--- config.mk ---
export PLATFORM = sky130hd
export DESIGN_NAME = outport_bank
export DESIGN_NICKNAME = d
export VERILOG_FILES = /design/src/rtl/outport_pkg.sv /design/src/rtl/outport_hz_regs.sv /design/src/rtl/outport_data_reg.sv /design/src/rtl/outport_pin_drv.sv /design/src/rtl/outport_bank.sv
export SDC_FILE = /design/constraint.sdc
export NUM_CORES = 1
export LEC_CHECK = 0
export BUFFER_PORTS_ARGS = -buffer_cell sky130_fd_sc_hd__buf_4
export CORE_MARGIN = 2
export CORE_UTILIZATION = 46
export CTS_BUF_LIST = sky130_fd_sc_hd__clkbuf_4 sky130_fd_sc_hd__clkbuf_8
export DETAILED_ROUTE_END_ITERATION = 10
export GPL_ROUTABILITY_DRIVEN = 0
export MAX_ROUTING_LAYER = met4
export PLACE_DENSITY = 0.84
export SKIP_LAST_GASP = 1
export SLEW_MARGIN = 20
export SYNTH_ARGS = -nofsm -noshare
export SYNTH_HDL_FRONTEND = slang
export SYNTH_SLANG_ARGS = --single-unit
--- constraint.sdc ---
create_clock -name clk -period 1.69 [get_ports clk]
set_input_delay 0.338 -clock clk [delete_from_list [all_inputs] [get_ports clk]]
set_output_delay 0.338 -clock clk [all_outputs]
set_load 0.05 [all_outputs]
--- src/rtl/outport_pkg.sv ---
package outport_pkg;
    localparam int NPORT     = 4;
    localparam int PW_MAX    = 8;
    localparam int HALF_W    = PW_MAX / 2;
    localparam int PORT_W   [NPORT] = '{8, 8, 6, 4};
    localparam int PORT_LSB [NPORT] = '{0, 8, 16, 22};
    localparam int PIN_TOTAL = 26;
    localparam int NIB_BITS  = 4;
    localparam int P2_BITS   = 6;
    localparam int P3_BITS   = 4;
    localparam int HZ_IN_W   = 6;

    typedef struct packed {
        logic [NIB_BITS-1:0] nib;
        logic [P2_BITS-1:0]  p2;
        logic [P3_BITS-1:0]  p3;
    } hz_state_t;
endpackage

--- src/rtl/outport_hz_regs.sv ---
module outport_hz_regs
    import outport_pkg::*;
#(
    parameter int                ADDR_W  = 8,
    parameter logic [ADDR_W-1:0] OFS_NIB = 8'h70,
    parameter logic [ADDR_W-1:0] OFS_P2  = 8'h71,
    parameter logic [ADDR_W-1:0] OFS_P3  = 8'h72
) (
    input  logic               clk,
    input  logic               rst,
    input  logic [ADDR_W-1:0]  addr,
    input  logic [HZ_IN_W-1:0] wdata,
    input  logic               wr,
    output hz_state_t          hz_q
);
    hz_state_t state_d, state_q;

    always_comb begin
        state_d = state_q;
        if (wr) begin
            if (addr == OFS_NIB) state_d.nib = wdata[NIB_BITS-1:0];
            if (addr == OFS_P2)  state_d.p2  = wdata[P2_BITS-1:0];
            if (addr == OFS_P3)  state_d.p3  = wdata[P3_BITS-1:0];
        end
    end

    always_ff @(posedge clk) begin
        if (rst) state_q <= '0;
        else     state_q <= state_d;
    end

    assign hz_q = state_q;

    assert_hz_rst_zero_R1: assert property (@(posedge clk) disable iff (rst)
        $fell(rst) |-> (state_q == '0));
    assert_hz_nib_store_R3: assert property (@(posedge clk) disable iff (rst)
        (wr && addr == OFS_NIB) |=> (state_q.nib == $past(wdata[NIB_BITS-1:0])));
    assert_hz_p2_store_R4: assert property (@(posedge clk) disable iff (rst)
        (wr && addr == OFS_P2) |=> (state_q.p2 == $past(wdata[P2_BITS-1:0])));
    assert_hz_hold_R10: assert property (@(posedge clk) disable iff (rst)
        !(wr && (addr == OFS_NIB || addr == OFS_P2 || addr == OFS_P3)) |=> $stable(state_q));
endmodule

--- src/rtl/outport_data_reg.sv ---
module outport_data_reg #(
    parameter int                ADDR_W = 8,
    parameter int                W      = 8,
    parameter logic [ADDR_W-1:0] OFS    = 8'h73
) (
    input  logic              clk,
    input  logic              rst,
    input  logic [ADDR_W-1:0] addr,
    input  logic [W-1:0]      wdata,
    input  logic              wr,
    output logic [W-1:0]      data_q
);
    typedef struct packed {
        logic [W-1:0] val;
    } dreg_t;

    dreg_t state_d, state_q;
    logic  hit;

    assign hit = wr && (addr == OFS);

    always_comb begin
        state_d = state_q;
        if (hit) state_d.val = wdata;
    end

    always_ff @(posedge clk) begin
        if (rst) state_q <= '{val: '1};
        else     state_q <= state_d;
    end

    assign data_q = state_q.val;

    assert_data_rst_ones_R1: assert property (@(posedge clk) disable iff (rst)
        $fell(rst) |-> (data_q == '1));
    assert_data_store_R6: assert property (@(posedge clk) disable iff (rst)
        (wr && addr == OFS) |=> (data_q == $past(wdata)));
    assert_data_hold_R10: assert property (@(posedge clk) disable iff (rst)
        !(wr && addr == OFS) |=> $stable(data_q));
endmodule

--- src/rtl/outport_pin_drv.sv ---
module outport_pin_drv #(
    parameter int W = 8
) (
    input  logic [W-1:0] data,
    input  logic [W-1:0] hz,
    input  logic         bus_mode,
    output logic [W-1:0] pin_out,
    output logic [W-1:0] pin_oe
);
    always_comb begin
        if (bus_mode) begin
            pin_out = '0;
            pin_oe  = '0;
        end else begin
            pin_out = data;
            pin_oe  = ~hz;
        end
    end
endmodule

--- src/rtl/outport_bank.sv ---
module outport_bank
    import outport_pkg::*;
#(
    parameter int                ADDR_W    = 8,
    parameter logic [ADDR_W-1:0] BASE_ADDR = 8'h70
) (
    input  logic              clk,
    input  logic              rst,
    input  logic [ADDR_W-1:0] addr,
    input  logic [7:0]        wdata,
    input  logic              wr,
    input  logic              rd,
    output logic [7:0]        rdata,
    input  logic [NPORT-1:0]  bus_mode,
    output logic [7:0]        p0_out,
    output logic [7:0]        p0_oe,
    output logic [7:0]        p1_out,
    output logic [7:0]        p1_oe,
    output logic [5:0]        p2_out,
    output logic [5:0]        p2_oe,
    output logic [3:0]        p3_out,
    output logic [3:0]        p3_oe
);
    localparam logic [ADDR_W-1:0] OFS_NIB  = BASE_ADDR;
    localparam logic [ADDR_W-1:0] OFS_P2   = BASE_ADDR + ADDR_W'(1);
    localparam logic [ADDR_W-1:0] OFS_P3   = BASE_ADDR + ADDR_W'(2);
    localparam logic [ADDR_W-1:0] OFS_DATA = BASE_ADDR + ADDR_W'(3);

    hz_state_t              hz_q;
    logic [PIN_TOTAL-1:0]   all_data;
    logic [PIN_TOTAL-1:0]   all_hz;
    logic [PIN_TOTAL-1:0]   all_out;
    logic [PIN_TOTAL-1:0]   all_oe;
    logic [PW_MAX-1:0]      data_rd [NPORT];

    outport_hz_regs #(
        .ADDR_W (ADDR_W),
        .OFS_NIB(OFS_NIB),
        .OFS_P2 (OFS_P2),
        .OFS_P3 (OFS_P3)
    ) u_hz (
        .clk  (clk),
        .rst  (rst),
        .addr (addr),
        .wdata(wdata[HZ_IN_W-1:0]),
        .wr   (wr),
        .hz_q (hz_q)
    );

    // Float bits spread to one bit per pin: nibble-grouped for ports 0/1.
    always_comb begin
        all_hz = '0;
        all_hz[PORT_LSB[0] +: PW_MAX] = {{HALF_W{hz_q.nib[1]}}, {HALF_W{hz_q.nib[0]}}};
        all_hz[PORT_LSB[1] +: PW_MAX] = {{HALF_W{hz_q.nib[3]}}, {HALF_W{hz_q.nib[2]}}};
        all_hz[PORT_LSB[2] +: P2_BITS] = hz_q.p2;
        all_hz[PORT_LSB[3] +: P3_BITS] = hz_q.p3;
    end

    for (genvar g = 0; g < NPORT; g++) begin : g_port
        localparam int W = PORT_W[g];
        localparam int L = PORT_LSB[g];

        outport_data_reg #(
            .ADDR_W(ADDR_W),
            .W     (W),
            .OFS   (OFS_DATA + ADDR_W'(g))
        ) u_data (
            .clk   (clk),
            .rst   (rst),
            .addr  (addr),
            .wdata (wdata[W-1:0]),
            .wr    (wr),
            .data_q(all_data[L +: W])
        );

        outport_pin_drv #(.W(W)) u_drv (
            .data    (all_data[L +: W]),
            .hz      (all_hz[L +: W]),
            .bus_mode(bus_mode[g]),
            .pin_out (all_out[L +: W]),
            .pin_oe  (all_oe[L +: W])
        );

        assign data_rd[g] = PW_MAX'(all_data[L +: W]);

        assert_bus_quiet_R9: assert property (@(posedge clk) disable iff (rst)
            bus_mode[g] |-> (all_oe[L +: W] == '0 && all_out[L +: W] == '0));
        assert_drive_level_R5: assert property (@(posedge clk) disable iff (rst)
            !bus_mode[g] |-> (all_out[L +: W] == all_data[L +: W]));
    end

    assign p0_out = all_out[PORT_LSB[0] +: 8];
    assign p0_oe  = all_oe [PORT_LSB[0] +: 8];
    assign p1_out = all_out[PORT_LSB[1] +: 8];
    assign p1_oe  = all_oe [PORT_LSB[1] +: 8];
    assign p2_out = all_out[PORT_LSB[2] +: 6];
    assign p2_oe  = all_oe [PORT_LSB[2] +: 6];
    assign p3_out = all_out[PORT_LSB[3] +: 4];
    assign p3_oe  = all_oe [PORT_LSB[3] +: 4];

    always_comb begin
        rdata = '0;
        if (rd) begin
            if (addr == OFS_NIB) rdata = 8'(hz_q.nib);
            if (addr == OFS_P2)  rdata = 8'(hz_q.p2);
            if (addr == OFS_P3)  rdata = 8'(hz_q.p3);
            for (int g = 0; g < NPORT; g++) begin
                if (addr == OFS_DATA + ADDR_W'(g)) rdata = data_rd[g];
            end
        end
    end

    assert_rd_idle_R8: assert property (@(posedge clk) disable iff (rst)
        !rd |-> (rdata == 8'h00));
    assert_resv_p3_R7: assert property (@(posedge clk) disable iff (rst)
        (rd && addr == OFS_DATA + ADDR_W'(3)) |-> (rdata[7:4] == 4'h0));
    assert_nib_float_R3: assert property (@(posedge clk) disable iff (rst)
        (hz_q.nib[0] && !bus_mode[0]) |-> (p0_oe[3:0] == 4'h0));
    assert_pin_float_R2: assert property (@(posedge clk) disable iff (rst)
        (hz_q.p3[0] && !bus_mode[3]) |-> !p3_oe[0]);
endmodule

==> impl_results.md, run 1 <==
- Tightest Hold Check Type: input pin to register
- Via/cell ratio: 5.40
- WHS Path Cells: 2
- Critical path endpoint: rdata[3]
- Area of the multi-input gates: 1490 µm²
- Seq cells post-synth: 40
- Crit path depth: 6
- ANT cells: 0
- Vias in the first global route: 2259
- Worst EP required: 1350 ps
- RSZ-0062 raised after global routing: true
- Post-synthesis compound-gate area fraction: 13.0%
- Adder-cell share of the synthesized area: 0%
- 1st-iter DRT viols: 155
- Placed cell count: 424
- Most common cell after layout, fill and taps aside: buf_4
- Synth Area in Simple Gates: 28.2%
- Die Wd: 74.4 µm
- Initial Util: 47.9%
- Outcome: complete, but fails checks
- Post-Route WL: 7570 µm
- Fin nets: 393
- Final Instance Count excl. Fillers: 437
- DP HPWL: 5440 µm
- XOR/XNOR Fraction of Synth Area: 0%
- Post-route setup TNS: -1860 ps
- Slowest-stage cell, CP: or4_4
- Die span in y: 74.4 µm
- Critical path type: input pin to output pin
- WP data arrival: 1640 ps
- Share of cells above drive strength 1: 41.9%
- GRT busiest layer: met2
- Row Count: 25
- Root Buffer: clkbuf_8
- Core ar.: 4750 µm²
- CP top delay family: simple AND/OR/NAND/NOR gates
- Cts bufs inserted: 5
- Slew HR: 67.2%
- Area Overhead vs Synth: 53.0%
- Place WS: -309 ps
- Path depth of the worst reg2reg path: 2
- Antenna viol nets, final: 0
- CTS tree: done
- CTS H-tree lvls: 2
- Max Cap Violations: 0
- Detailed-route DRC error count: 0
- Crit path from: addr[3]
- Routing usage on met2: 48.0%
- Cts hold-fix bufs: 0
- Mux share of post-synthesis cell area: 15.3%
- Total die area: 5530 µm²
- CTS Sinks: 40
- Max clock buf depth: 2
- Critical path launch point type: input pin
- Fin crit period: 1970 ps
- Worst-margin pin slew: 492 ps
- Largest net degree at the start of global routing: 49
- Synth cell types: 33
- Placed inst area: 3220 µm²
- Critical path, cell by cell: buf_6 > nand3b_1 > or4_4 > o22ai_4 > nor3_4 > buf_6
- Critical path fanouts, max: 4
- FMAX: 507 MHz
- Synth warnings: 0
- Worst path most repeated cell: buf_6
- Storage element area: 803 µm²
- Average size of a mapped cell: 8.32 µm²
- DR WL/cell: 17.3 µm
- R2r setup slk: 840 ps
- GRT Total Usage: 28.4%
- CP max stage delay: 540 ps
- Clock Latency Late Sink: 290 ps
- Cells after synthesis: 274
- Buffers on Ports: 83
- M3 GR Usage: 6.10%
- WP buf/inv: 2
- Finished Cell Area: 3490 µm²
- GRT overflow: 0
- Pleak: 0.00167 µW
- Failing checks: negative setup slack
- Synthesized Nets: 298
- Commonest non-fill, non-tap cells in the layout: 98 x buf_4, 57 x nor2_1, 38 x dfxtp_1, 33 x nor2b_1, 28 x mux2i_1
- GR Util met1: 34.4%
- Clk_skew: 0 ps
- Routed via count: 2359
- DR pass1 iterations: 4
- Final hold vios: 0
- Reg2reg end: g_port[2].u_data.data_q[4]$_SDFFE_PP1P_
- Period utilisation layout: 117%
- Ports: 84
- Endpoints failing setup: 8
- Finished Core Util: 73.4%
- Post-synthesis sequential area ratio: 35.1%
- Post-Syn Area: 2280 µm²
- Critical Path Sink Type: output pin
- Final Slew Violations: 0
- First-pass GRT wire length: 11400 µm
- Initial antenna violation count: 0
- Power density cells: 685 nW/µm²
- Largest family of logic cells by synthesized area: simple AND/OR/NAND/NOR gates
- Worst-path clk slew: 80 ps
- PnR worst setup slack: -284 ps
- Max IR drop VDD: 0.000540 V
- FF-to-FF Start: g_port[2].u_data.data_q[4]$_SDFFE_PP1P_
- Fill cell count: 354
==> cell usage after synthesis (all sizes together) <==
master | count | share of area, %
o32ai | 2 | 0.77
or4 | 1 | 0.49
nand3b | 1 | 0.33
nor3 | 4 | 0.88
and3 | 1 | 0.27
nor4 | 1 | 0.55
and3b | 1 | 0.38
inv | 9 | 1.5
buf | 19 | 5.7
o21ai | 6 | 1.3
nand2 | 6 | 0.99
nor2 | 64 | 11
nand4 | 3 | 1.4
mux2i | 28 | 12
a32oi | 2 | 0.77
nand3 | 2 | 0.44
a311oi | 2 | 0.77
nor2b | 33 | 9.1
clkbuf | 8 | 1.3
mux4 | 2 | 2.0
o221ai | 2 | 0.77
o22ai | 2 | 0.55
a21oi | 6 | 1.3
or3b | 1 | 0.38
a211o | 14 | 5.4
o21a | 2 | 0.66
nand2b | 7 | 1.9
dfxtp | 40 | 35
and4bb | 1 | 0.55
o31ai | 2 | 0.66
mux2 | 2 | 0.99
==> registers in the layout, indices dropped and copies added, names as in the netlist <==
register / count
g_port.u_data.data_q: 26
u_hz.hz_q: 14
==> area by class of cell <==
| type | count | area share (%) |
|---|---|---|
| inverter | 9 | 0.968 |
| tap | 67 | 2.40 |
| multi-input combinational | 198 | 42.6 |
| clock inverter | 3 | 1.22 |
| clock buffer | 5 | 1.97 |
| timing repair buffer | 115 | 27.8 |
| sequential | 40 | 23.0 |
==> kinds of logic (layout without fill, tap and decap cells) <==
| kind of cell | Yosys count | in the layout |
|---|---|---|
| AOI/OAI and AO/OA | 40 | 40 |
| buffers and inverters | 36 | 132 |
| DFF | 40 | 40 |
| muxes | 32 | 32 |
| and+or+nand+nor | 126 | 126 |
==> worst min-delay path by stage <==
stage	slack, ps	end	start
4_1_cts	290	g_port[2].u_data.data_q[5]$_SDFFE_PP1P_	wdata[5]
2_1_floorplan	440	g_port[0].u_data.data_q[0]$_SDFFE_PP1P_	g_port[0].u_data.data_q[0]$_SDFFE_PP1P_
3_5_place_dp	480	g_port[0].u_data.data_q[1]$_SDFFE_PP1P_	g_port[0].u_data.data_q[1]$_SDFFE_PP1P_
3_3_place_gp	480	g_port[0].u_data.data_q[6]$_SDFFE_PP1P_	g_port[0].u_data.data_q[6]$_SDFFE_PP1P_
6_report	300	g_port[2].u_data.data_q[5]$_SDFFE_PP1P_	wdata[5]
5_1_grt	300	g_port[2].u_data.data_q[5]$_SDFFE_PP1P_	wdata[5]
==> metrics by stage <==
stage          power, µW  hold WS (ps)
6_report            2390           296
5_1_grt             2460           299
4_1_cts             2380           288
3_5_place_dp        1600           482
3_3_place_gp        1590           476
2_1_floorplan       1380           445
==> per-layer routing <==
metal	part of all wire (%)	vias to the layer above
li1	-	1120
met1	41	1121
met2	49	96
met3	6.5	22
met4	2.8	0
met5	0	-
==> repair_timing <==
| item | 4_1_cts | 5_1_grt |
|---|---|---|
| resized for setup | 22 | 4 |
| cloned | 0 | 1 |
| pin swaps | 9 | 5 |
| buffers inserted | 1 | 3 |
| endpoints found under the hold margin | 0 | 0 |
| setup endpoints to repair | 8 | 14 |
==> worst register-to-register path, delay by kind of cell (launching register included) <==
| kind | cells | cell delay, ps |
|---|---|---|
| flops | 1 | 340 |
| simple gates | 1 | 140 |
| compound gates | 1 | 260 |
==> power breakdown <==
group          switching, µW  total, µW  internal [µW]  leakage [µW]
clock network            349        786            437     0.0000541
registers               1.40        944            943      0.000324
logic                    442        661            219       0.00129
Power figures use the tool's default switching activity.
==> inputs of run 2 (changes only) <==
--- a/config.mk
+++ b/config.mk
@@ -6,15 +6,18 @@
 export NUM_CORES = 1
 export LEC_CHECK = 0
 export BUFFER_PORTS_ARGS = -buffer_cell sky130_fd_sc_hd__buf_4
+export CELL_PAD_IN_SITES_DETAIL_PLACEMENT = 2
+export CELL_PAD_IN_SITES_GLOBAL_PLACEMENT = 2
 export CORE_MARGIN = 2
-export CORE_UTILIZATION = 46
+export CORE_UTILIZATION = 27
 export CTS_BUF_LIST = sky130_fd_sc_hd__clkbuf_4 sky130_fd_sc_hd__clkbuf_8
 export DETAILED_ROUTE_END_ITERATION = 10
 export GPL_ROUTABILITY_DRIVEN = 0
 export MAX_ROUTING_LAYER = met4
-export PLACE_DENSITY = 0.84
+export PLACE_DENSITY = 0.83
 export SKIP_LAST_GASP = 1
 export SLEW_MARGIN = 20
 export SYNTH_ARGS = -nofsm -noshare
 export SYNTH_HDL_FRONTEND = slang
+export SYNTH_HIERARCHICAL = 1
 export SYNTH_SLANG_ARGS = --single-unit
==> run 2 against run 1 <==
The flow still finishes with violations (negative setup slack). Clock-buffer cell count up 1. Highest routed layer unchanged. Critical endpoint is now rdata[1]. Largest power group unchanged. Largest cell class unchanged. Fmax is 11% lower. Die area rose by 94%. Via count rose by 23%.
==> impl_results.md, run 2 <==
- Outcome: complete, but fails checks
- Failing checks: negative setup slack
- Max reg flops: 26 (unchanged)
- Yosys top cell area share: 29.9% (-5.2 points)
- WHS Path Cells: 3 (+1)
- Most common cell after layout, fill and taps aside: buf_4
- Worst-path clk slew: 80 ps (about the same)
- Initial Util: 27.7% (-20 points)
- WHS: 300 ps (+4.25 ps)
- Critical path fanouts, max: 4 (unchanged)
- Power density cells: 621 nW/µm² (-9.4%)
- Max Used Layer: met4
- Max Cap Violations: 0 (unchanged)
- Pleak: 0.00180 µW (+7.6%)
- Synth Flop Type: dfxtp_1
- First-pass GRT wire length: 20300 µm (+77%)
- Met2 Routed Length: 6400 µm (+72%)
- CTS H-tree lvls: 2 (unchanged)
- DR WL met3: 529 µm (+7.5%)
- Post-Syn Area: 2680 µm² (+18%)
- Final hold vios: 0 (unchanged)
- Worst EP required: 1350 ps (about the same)
- Hold path start: wdata[7]
- GRT overflow: 0 (unchanged)
- Area leader, netlist: dfxtp_1
- GRT Total Usage: 25.2% (-3.2 points)
- Worst hold endpoint: g_port[1].u_data/data_q[7]$_SDFFE_PP1P_
- Area Overhead vs Synth: 54.5%
- Fin nets: 452 (+15%)
- Cts hold-fix bufs: 0 (unchanged)
- Worst-margin pin slew: 612 ps (+120 ps)
- Largest net degree at the start of global routing: 67 (+37%)
- DR pass1 iterations: 5 (+1)
- Vias in the first global route: 3179 (+41%)
- Most frequent cell after synthesis: nor2_1
- Buffers on Ports: 83 (unchanged)
- WP data arrival: 1890 ps (+250 ps)
- Endpoints failing setup: 8 (unchanged)
- Die Wd: 104 µm (+39%)
- CTS tree: done
- Fill cell count: 1053 (+200%)
- CTS Sinks: 40 (unchanged)
- Path depth of the worst reg2reg path: 2 (unchanged)
- Ports: 84 (unchanged)
- Commonest non-fill, non-tap cells in the layout: 108 x buf_4, 67 x nor2_1, 35 x mux2i_1, 34 x dfxtp_1, 21 x nand2b_1
- Synth cell types: 45 (+36%)
- Cts bufs inserted: 5 (unchanged)
- Async SR Flop Fraction: 0% (unchanged)
- Post-synthesis sequential area ratio: 29.9% (-5.2 points)
- Core ar.: 9680 µm² (+100%)
- Die span in y: 104 µm (+39%)
- EDFF count, synth: 0 (unchanged)
- Row Count: 36 (+44%)
- FF-to-FF Start: g_port[2].u_data/data_q[0]$_SDFFE_PP1P_
- RSZ-0062 raised after global routing: true
- Clk_skew: 0 ps (unchanged)
- Tightest Hold Check Type: input pin to register
- Critical Path Sink Type: output pin
- Seq cells post-synth: 40 (unchanged)
- Synthesized Nets: 335 (+12%)
- Max IR drop VDD: 0.000428 V (-21%)
- R2r setup slk: 720 ps (-120 ps)
- Final Slew Violations: 0 (unchanged)
- Average size of a mapped cell: 8.61 µm² (+3.5%)
- Clock Latency Late Sink: 290 ps (about the same)
- Initial antenna violation count: 0 (unchanged)
- Post-Route WL: 13000 µm (+72%)
- Root Buffer: clkbuf_8
- Place WS: -503 ps (-194 ps)
- Top cells by area, synth: dfxtp_1 30%, mux2i_1 13%, nor2_1 9.4%, nand2b_1 5.4%, and2b_2 3.9%
- Critical path type: input pin to output pin
- Top cells by count, synth: 67 x nor2_1, 40 x dfxtp_1, 35 x mux2i_1
- Slew HR: 58.5% (-8.7 points)
- Finished Core Util: 42.7% (-31 points)
- Max clock buf depth: 2 (unchanged)
- Critical path launch point type: input pin
- Detailed-route DRC error count: 0 (unchanged)
- 1st-iter DRT viols: 144 (-7.1%)
- Antenna viol nets, final: 0 (unchanged)
- Metal1 wirelength: 5780 µm (+84%)
- Fin crit period: 2220 ps (+250 ps)
- Routed via count: 2893 (+23%)
- Total die area: 10700 µm² (+94%)
- Share of cells above drive strength 1: 46.6% (+4.7 points)
- Synth warnings: 6 (+6)
- FMAX: 450 MHz (-11%)
- Cells after synthesis: 311 (+14%)
- Via/cell ratio: 5.15 (-4.6%)
- ANT cells: 0 (unchanged)
- Period utilisation layout: 132% (+15 points)
- DP HPWL: 8480 µm (+56%)
- PnR worst setup slack: -533 ps (-250 ps)
- DR WL/cell: 23.1 µm (+33%)
- Reg2reg end: g_port[2].u_data/data_q[0]$_SDFFE_PP1P_
==> run 2: cell count changes after synthesis, moves of 8 or more <==
cell      delta
a211o_1     -13
and2b_2     +12
buf_4       -14
nand2b_1    +16
nor2b_1     -21
nor4_1       +8
==> run 2: logic make-up (layout without fill, tap and decap cells) <==
logic type             count (synthesis)  in the layout  share of synthesized area (%)
and+or+nand+nor                      166            166                           39.3
DFF                                   40             40                           29.9
muxes                                 38             38                           15.2
AOI/OAI and AO/OA                     36             36                           9.53
buffers and inverters                 31            149                           6.07
==> run 2: worst max-delay path, cell delays in order <==
cell	delay (ps)
buf_8	110
nand2b_4	180
or4_4	560
o31ai_1	290
buf_4	180
a21oi_4	40
buf_6	180
==> run 2: how the worst max path moves through the flow <==
| stage | end | depth (start not counted) | slack [ps] | from |
|---|---|---|---|---|
| after floorplan | rdata[2] | 4 | -290 | addr[7] |
| after global placement | rdata[1] | 7 | -420 | addr[7] |
| after detailed placement | rdata[6] | 8 | -500 | addr[7] |
| after CTS | rdata[1] | 5 | -530 | g_port[0].u_data/data_q[1]$_SDFFE_PP1P_ |
| after global routing | rdata[1] | 5 | -560 | g_port[0].u_data/data_q[1]$_SDFFE_PP1P_ |
| final | rdata[1] | 7 | -530 | addr[7] |
==> run 2: timing repair <==
action	in CTS	in global routing
pin swaps	12	5
endpoints found under the setup margin	8	8
gates resized for setup	42	8
setup buffers	7	1
gates cloned	0	0
==> run 2: report_power, final <==
part	total, µW	leakage, µW	switching [µW]	internal [µW]
clock network	836	0.0000586	381	455
registers	943	0.000323	1.42	941
logic	792	0.00142	520	272
total	2570	0.00180	901	1670
==> run 2: layout make-up <==
class                           instances  area (µm²)  share of cell area [%]
Clock buffer                            6        76.3                    1.84
Clock inverter                          2        35.0                   0.846
Inverter                               12        45.0                    1.09
Multi-Input combinational cell        240        1900                    45.9
Sequential cell                        40         811                    19.6
Tap cell                              133         166                    4.02
Timing Repair Buffer                  129        1100                    26.7
==> run 2: metrics by stage <==
| stage | instances | instance area (µm²) | total power [µW] | TNS (ps) |
|---|---|---|---|---|
| floorplan | 311 | 2790 | 1410 | -1410 |
| global placement | 546 | 3770 | 1680 | -3250 |
| detailed placement | 546 | 3770 | 1700 | -4700 |
| CTS | 561 | 4100 | 2550 | -2810 |
| global route | 562 | 4140 | 2660 | -3170 |
| finish | 562 | 4140 | 2570 | -2860 |
==> run 2: metal layers <==
layer	up-vias	GRT usage (%)
met3	25	3.90
met4	0	7.24
met5	-	-
met1	1464	31.9
li1	1308	-
met2	96	41.8
==> inputs of run 3 (changes only) <==
--- a/config.mk
+++ b/config.mk
@@ -6,7 +6,7 @@
 export NUM_CORES = 1
 export LEC_CHECK = 0
 export BUFFER_PORTS_ARGS = -buffer_cell sky130_fd_sc_hd__buf_4
-export CELL_PAD_IN_SITES_DETAIL_PLACEMENT = 2
+export CELL_PAD_IN_SITES_DETAIL_PLACEMENT = 0
 export CELL_PAD_IN_SITES_GLOBAL_PLACEMENT = 2
 export CORE_MARGIN = 2
 export CORE_UTILIZATION = 27
==> run 3 against run 2 <==
The run still ends with negative setup slack left. Clock power down 24%. Sequential power about the same. Largest cell class unchanged. Die area unchanged. Clock skew unchanged. Critical path type unchanged. Flip-flop and latch count unchanged. Utilization down 1.4 points. Via count down 11%.
==> impl_results.md, run 3 (synthesis results as in run 2) <==
- Outcome: complete, but fails checks
- Failing checks: negative setup slack
- CTS Sinks: 40 (unchanged)
- CTS tree: done
- Largest net degree at the start of global routing: 67 (unchanged)
- Commonest non-fill, non-tap cells in the layout: 105 x buf_4, 67 x nor2_1, 36 x dfxtp_1, 35 x mux2i_1, 21 x nand2b_1
- Critical path type: input pin to output pin
- Initial Util: 27.7% (unchanged)
- WP buf/inv: 3 (unchanged)
- Power density cells: 577 nW/µm² (-7.0%)
- Final hold vios: 0 (unchanged)
- Final Slew Violations: 0 (unchanged)
- DR WL/cell: 15.8 µm (-31%)
- Slew HR: 60.6% (+2.1 points)
- Cts hold-fix bufs: 0 (unchanged)
- Max clock buf depth: 2 (unchanged)
- CTS H-tree lvls: 2 (unchanged)
- Crit path from: addr[7]
- Antenna viol nets, final: 0 (unchanged)
- DR pass1 iterations: 5 (unchanged)
- Buffers on Ports: 83 (unchanged)
- Critical path launch point type: input pin
- CP max stage delay: 560 ps (about the same)
- Hold path start: wdata[6]
- Max IR drop VDD: 0.000300 V (-30%)
- Vias in the first global route: 2536 (-20%)
- RSZ-0062 raised after global routing: true
- Critical path fanouts, max: 4 (unchanged)
- Placed cell count: 546 (unchanged)
- GRT Total Usage: 16.9% (-8.3 points)
- Root Buffer: clkbuf_8
- Period utilisation layout: 125% (-6.6 points)
- Die Wd: 104 µm (unchanged)
- Pleak: 0.00175 µW (-2.8%)
- DP HPWL: 6770 µm (-20%)
- Worst EP required: 1350 ps (about the same)
- PnR worst setup slack: -421 ps (+112 ps)
- Fin nets: 446 (-1.3%)
- CP top delay family: simple AND/OR/NAND/NOR gates
- First-pass GRT wire length: 14000 µm (-31%)
- Critical path, cell by cell: buf_8 > nand2b_4 > or4_4 > o31ai_1 > buf_4 > a21oi_4 > buf_6
- Routed via count: 2569 (-11%)
- Initial antenna violation count: 0 (unchanged)
- ANT cells: 0 (unchanged)
- Post-Route WL: 8790 µm (-32%)
- Die span in y: 104 µm (unchanged)
- Slowest-stage cell, CP: or4_4
- Max reg flops: 26 (unchanged)
- Total die area: 10700 µm² (unchanged)
- FF-to-FF Start: g_port[2].u_data/data_q[5]$_SDFFE_PP1P_
- Max Cap Violations: 0 (unchanged)
- FMAX: 474 MHz (+5.3%)
- Most common cell after layout, fill and taps aside: buf_4
- Endpoints failing setup: 8 (unchanged)
- Core ar.: 9680 µm² (unchanged)
- WHS: 304 ps (+3.64 ps)
- Cts bufs inserted: 5 (unchanged)
- Worst-path clk slew: 80 ps (about the same)
- Row Count: 36 (unchanged)
- Share of cells above drive strength 1: 44.5% (-2.1 points)
- Area Overhead vs Synth: 49.4%
- GRT overflow: 0 (unchanged)
- 1st-iter DRT viols: 89 (-38%)
- Via/cell ratio: 4.63 (-10%)
- WP data arrival: 1770 ps (-120 ps)
- Critical Path Sink Type: output pin
- Detailed-route DRC error count: 0 (unchanged)
- Tightest Hold Check Type: input pin to register
- Fin crit period: 2110 ps (-112 ps)
- Clk_skew: 0 ps (unchanged)
- Clock Latency Late Sink: 280 ps (about the same)
- Final Instance Count excl. Fillers: 555 (-1.2%)
- Worst-margin pin slew: 591 ps (-21.8 ps)
- Ports: 84 (unchanged)
run 3: cell count changes in the layout (fill, tap and decap cells not counted), moves of 2 or more:
cell,before,now
buf_4,108,105
nand2_2,3,1
o31ai_4,2,0
dfxtp_1,34,36
buf_8,6,3
run 3: final cells by class:
cell class                      count  area [µm²]
Inverter                           12        45.0
Sequential cell                    40         806
Fill cell                         977        5680
Tap cell                          133         166
Timing Repair Buffer              123        1030
Clock buffer                        5        68.8
Multi-Input combinational cell    240        1870
Clock inverter                      2        12.5
run 3: routing by layer:
layer / track usage [%] / part of all wire, % / vias to the layer above
li1: - / - / 1299
met1: 23.3 / 49 / 1208
met2: 25.7 / 46 / 56
met3: 2.77 / 4.0 / 6
met4: 4.63 / 1.6 / 0
met5: - / 0 / -
run 3: final timing paths:
path | endpoint | slack [ps] | depth (start not counted)
setup / recovery | rdata[1] | -420 | 7
hold / removal | g_port[1].u_data/data_q[6]$_SDFFE_PP1P_ | 300 | 3
setup reg to reg | g_port[2].u_data/data_q[5]$_SDFFE_PP1P_ | 780 | 2
hold reg to reg | u_hz/hz_q[2]$_SDFFE_PP0P_ | 500 | 2
run 3: worst register-to-register path: stages, from the launching register on:
cell     delay, ps
dfxtp_1        350
o31a_2         120
or3_1          330
run 3: what timing repair did:
item                                    in CTS  in global routing
gates resized for setup                     27                 11
pin swaps                                    9                  4
endpoints found under the setup margin       8                  8
buffers inserted                             2                  0
run 3: through the flow:
stage	TNS [ps]	power [µW]	utilization [%]	worst slack, ps	area [µm²]
after floorplan	-1410	1410	-	-288	2790
after global placement	-3250	1680	38.9	-416	3770
after detailed placement	-3160	1680	38.9	-426	3770
after CTS	-2020	2320	41.0	-432	3970
after global routing	-2430	2400	41.3	-469	4000
final	-2040	2310	41.3	-421	4000
run 3: power by group:
part / leakage [µW] / internal [µW] / switching, µW
clock: 0.0000400 / 280 / 354
combinational: 0.00138 / 259 / 473
sequential: 0.000323 / 943 / 1.22
